<file path="src/rtl/scan_tap.sv">
module scan_tap #(
  parameter int          BND_W   = 8,
  parameter logic [3:0]  ID_REV  = 4'h3,
  parameter logic [15:0] ID_PART = 16'h6B40,
  parameter logic [10:0] ID_VEND = 11'h090
) (
  input  logic             tck,
  input  logic             tms,
  input  logic             tdi,
  input  logic [BND_W-1:0] bnd_in,
  output logic             tdo,
  output logic             tdo_en,
  output logic             hiz_force
);
  localparam logic [31:0] ID_WORD = {ID_REV, ID_PART, ID_VEND, 1'b1};
  localparam logic [2:0]  OP_EXT  = 3'b000;
  localparam logic [2:0]  OP_ID   = 3'b001;
  localparam logic [2:0]  OP_SZ   = 3'b010;
  localparam logic [2:0]  OP_SMP  = 3'b100;

  typedef enum logic [3:0] {
    S_TLR = 4'd0,  S_RTI = 4'd1,  S_SELDR = 4'd2, S_CAPDR = 4'd3,
    S_SHDR = 4'd4, S_EX1DR = 4'd5, S_PADR = 4'd6, S_EX2DR = 4'd7,
    S_UPDDR = 4'd8, S_SELIR = 4'd9, S_CAPIR = 4'd10, S_SHIR = 4'd11,
    S_EX1IR = 4'd12, S_PAIR = 4'd13, S_EX2IR = 4'd14, S_UPDIR = 4'd15
  } tap_st_t;

  tap_st_t          st = S_TLR;
  tap_st_t          nxt;
  logic [2:0]       ir = OP_ID;
  logic [2:0]       ir_sh = 3'b000;
  logic [31:0]      id_sh = '0;
  logic [BND_W-1:0] bnd_sh = '0;
  logic             byp = 1'b0;
  logic             tdo_q = 1'b0;
  logic             en_q = 1'b0;

  wire sel_id  = (ir == OP_ID);
  wire sel_bnd = (ir == OP_EXT) || (ir == OP_SZ) || (ir == OP_SMP);

  assign hiz_force = (ir == OP_EXT) || (ir == OP_SZ);
  assign tdo       = tdo_q;
  assign tdo_en    = en_q;

  always_comb begin
    case (st)
      S_TLR:   nxt = tms ? S_TLR   : S_RTI;
      S_RTI:   nxt = tms ? S_SELDR : S_RTI;
      S_SELDR: nxt = tms ? S_SELIR : S_CAPDR;
      S_CAPDR: nxt = tms ? S_EX1DR : S_SHDR;
      S_SHDR:  nxt = tms ? S_EX1DR : S_SHDR;
      S_EX1DR: nxt = tms ? S_UPDDR : S_PADR;
      S_PADR:  nxt = tms ? S_EX2DR : S_PADR;
      S_EX2DR: nxt = tms ? S_UPDDR : S_SHDR;
      S_UPDDR: nxt = tms ? S_SELDR : S_RTI;
      S_SELIR: nxt = tms ? S_TLR   : S_CAPIR;
      S_CAPIR: nxt = tms ? S_EX1IR : S_SHIR;
      S_SHIR:  nxt = tms ? S_EX1IR : S_SHIR;
      S_EX1IR: nxt = tms ? S_UPDIR : S_PAIR;
      S_PAIR:  nxt = tms ? S_EX2IR : S_PAIR;
      S_EX2IR: nxt = tms ? S_UPDIR : S_SHIR;
      default: nxt = tms ? S_SELDR : S_RTI;
    endcase
  end

  always_ff @(posedge tck) begin
    st <= nxt;
    if (nxt == S_TLR) ir <= OP_ID;
    else if (st == S_UPDIR) ir <= ir_sh;
    case (st)
      S_CAPIR: ir_sh <= 3'b001;
      S_SHIR:  ir_sh <= {tdi, ir_sh[2:1]};
      default: ;
    endcase
    if (st == S_CAPDR) begin
      byp <= 1'b0;
      if (sel_id)  id_sh  <= ID_WORD;
      if (sel_bnd) bnd_sh <= bnd_in;
    end else if (st == S_SHDR) begin
      byp    <= tdi;
      id_sh  <= {tdi, id_sh[31:1]};
      bnd_sh <= {tdi, bnd_sh[BND_W-1:1]};
    end
  end

  always_ff @(negedge tck) begin
    en_q <= (st == S_SHIR) || (st == S_SHDR);
    if (st == S_SHIR)      tdo_q <= ir_sh[0];
    else if (st != S_SHDR) tdo_q <= 1'b0;
    else if (sel_id)       tdo_q <= id_sh[0];
    else if (sel_bnd)      tdo_q <= bnd_sh[0];
    else                   tdo_q <= byp;
  end
endmodule

</file>
<file path="config.mk">
export PLATFORM = sky130hd
export DESIGN_NAME = scan_tap
export DESIGN_NICKNAME = d
export VERILOG_FILES = /design/src/rtl/scan_tap.sv
export SDC_FILE = /design/constraint.sdc
export NUM_CORES = 1
export LEC_CHECK = 0
export ABC_CLOCK_PERIOD_IN_PS = 3500
export BUFFER_PORTS_ARGS = -buffer_cell sky130_fd_sc_hd__buf_2
export CAP_MARGIN = 10
export CORE_ASPECT_RATIO = 1.5
export CORE_MARGIN = 4
export CORE_UTILIZATION = 45
export DETAILED_ROUTE_END_ITERATION = 10
export GPL_TIMING_DRIVEN = 0
export RECOVER_POWER = 25
export SETUP_SLACK_MARGIN = 0.3
export SLEW_MARGIN = 20
export SYNTH_ARGS = -nofsm -noshare
export SYNTH_HDL_FRONTEND = slang
export SYNTH_SLANG_ARGS = --single-unit
</file>
<file path="constraint.sdc">
create_clock -name tck -period 3.5 [get_ports tck]
set_clock_uncertainty 0.05 [all_clocks]
set_input_delay 0.175 -clock tck [delete_from_list [all_inputs] [get_ports tck]]
set_output_delay 0.175 -clock tck [all_outputs]
set_load 0.01 [all_outputs]
</file>
==> results.cfg <==
[clock_network]
cts_root_buf = clkbuf_8
clock_path_buffers = 2
cts.sinks = 53
cts_tree = built
clk_latency_ns = 0.29
numCtsBuffers = 5
cts_max_level = 2
path_clk_slew_ns = 0.09

[sta]
worstMarginPinSlew_ns = 0.702
slew_viol_final = 0
timing.final.ws_setup_ns = 0.333
finalSetupTns_ns = 0
setup_violations = 0
rsz0062_at_grt = yes
relSlewSlack_pct = 53.1
final_hold_viol_count = 0

[drt]
avgRoutedWirePerCell_um = 13.7
num_vias = 1313
postRouteAntennaNets = 0
vias_per_cell = 5.05
dr.pass1.iters = 4
first_iter_violations = 54
wirelength_um = 3560
drc = 0

[cells_and_area]
drive_above_1_share_pct = 24.7
nNetsFinal = 204
nFillCells = 472
syn_to_final_growth_pct = 13.3
antenna_cells = 0

[placed_design]
dp_hpwl_um = 2430
dp_slack_ns = 0.216
numPortBuffers = 13
place_congestion = 0.731

[die]
dieHeight_um = 93.8
num_rows = 31
die_w_um = 65.2
core_sq_um = 4810
io_pins = 14
dieArea_sq_um = 6120
initial_core_util_pct = 45.9

[setup_path]
worstPathArrival_ns = 1.65
worst-path-max-fanout = 5
cp.required_ns = 1.98
critPathLaunchType = flip-flop
crit_type = flip-flop to flip-flop
crit_path_end_kind = flip-flop

[grt]
grt_pass1_wl_um = 5910
antenna_found_initial = 0
grt_pass1_vias = 1287
grt-ovfl-total = 0
track_usage_pct = 12.4
grt_max_degree = 33

[logic_synthesis]
synth_top_flop_cell = edfxtp_1
yosys-top-cells-area = edfxtp_1 (58%), dfxtp_1 (9.1%), nor2b_1 (5.9%)
ys_seq_area_share_pct = 67.5
synth_largest_area_cell = edfxtp_1
synth_warnings = 0
synth_nets = 178
netlist_instances = 167
synth.cell_area_sq_um = 2210
synth-edff-count = 43
avgSynthCellArea_sq_um = 13.2
async_flop_share_pct = 0
synth_top_cell_area_share_pct = 58.5
synth_cell_types = 39
synth_seq_cells = 53

[power]
ir_worst_vdd_v = 0.000379
powerDensity_nw_per_um2 = 827
leakage_nw = 0.935

[job]
drv_cap = 0

[worst_hold_path]
hold_class = primary input to flip-flop

[outcome]
status = complete, no violations
==> cell usage in the layout (no fill, tap or decap), drive strengths merged, types with 2 or more instances in the layout <==
cell,netlist,layout
nor2b,21,21
dfxtp,10,10
o21ai,5,5
nand2,8,8
or2,11,11
clkbuf,9,20
buf,2,16
and2,2,2
a21oi,4,4
a211o,2,2
mux2i,3,3
nor4b,2,2
o2bb2ai,3,3
mux2,7,7
nor3b,2,2
inv,6,7
nor2,8,8
edfxtp,43,43
==> where the power goes <==
part           switching (mW)  internal (mW)  leakage [nW]
Sequential             0.0945          0.992         0.482
Combinational           0.351          0.283         0.394
Clock                   0.185          0.163        0.0589
==> critical path, cell delays in order (launching register included) <==
cell       delay, ns
dfxtp_1         0.34
or4b_4          0.53
buf_6           0.14
a211o_1         0.24
o2bb2ai_2       0.11
==> stage by stage <==
step / area [sq um] / instances / hold slack (ns) / utilization [%] / power (mW)
finish: 2500 / 260 / 0.124 / 52.0 / 2.07
global placement: 2360 / 246 / 0.419 / 49.0 / 1.67
detailed placement: 2360 / 246 / 0.431 / 49.0 / 1.70
global route: 2500 / 260 / 0.117 / 52.0 / 2.21
floorplan: 2210 / 167 / 0.269 / - / 1.54
CTS: 2490 / 258 / 0.118 / 51.8 / 2.09
==> logic make-up (layout without fill, tap and decap cells) <==
group | after synthesis | after routing | synth area share [%]
AO/OA/AOI/OAI | 22 | 22 | 7.03
buffers and inverters | 17 | 44 | 3.06
flip-flops | 53 | 53 | 67.5
XOR/XNOR | 2 | 2 | 0.793
multiplexers | 10 | 10 | 4.93
AND/OR/NAND/NOR | 63 | 63 | 16.7
==> cell usage after synthesis, types with 2 or more instances <==
master / count
edfxtp_1: 43
nor2b_1: 21
or2_2: 11
dfxtp_1: 10
clkbuf_1: 8
nand2_1: 8
nor2_1: 8
mux2_2: 7
inv_1: 6
o21ai_0: 5
a21oi_1: 4
mux2i_1: 3
a211o_1: 2
and2_1: 2
buf_2: 2
nor3b_1: 2
nor4b_1: 2
o2bb2ai_1: 2
==> flip-flops by register name, summed over array words and instances, names as in the netlist <==
signal	count
id_sh	32
bnd_sh	8
st	4
ir	3
ir_sh	3
byp	1
tdo	1
tdo_en	1
==> layer usage <==
layer	up-vias	routed length [um]	global-route usage (%)
met4	0	42	3.63
li1	642	-	-
met5	-	0	0
met2	14	1910	22.3
met1	652	1520	14.5
met3	5	93	2.75
==> final cells by class <==
| type | instances | area [sq um] | area share [%] |
|---|---|---|---|
| Sequential cell | 53 | 1500 | 59.7 |
| Inverter | 5 | 18.8 | 0.750 |
| Buffer | 11 | 50.0 | 2.00 |
| Timing Repair Buffer | 18 | 101 | 4.05 |
| Clock inverter | 3 | 12.5 | 0.500 |
| Tap cell | 66 | 82.6 | 3.30 |
| Multi-Input combinational cell | 97 | 656 | 26.2 |
| Clock buffer | 7 | 86.3 | 3.45 |
==> path summary, 6_finish.rpt <==
kind	from	end	slack, ns	cells after the start
worst max-delay path	st[3]	tdo	0.33	4
worst max register to register	st[3]	tdo	0.33	4
worst min-delay path	tdi	byp	0.12	3
worst min register to register	id_sh[27]	id_sh[26]	0.47	1
==> repair_timing <==
item | in CTS | in global routing
setup endpoints to repair | 1 | 1
resized for setup | 6 | 5
hold buffers | 0 | 0
buffers inserted | 3 | 2
gates cloned | 0 | 0
Note: power is estimated with default switching activity, not from simulation.
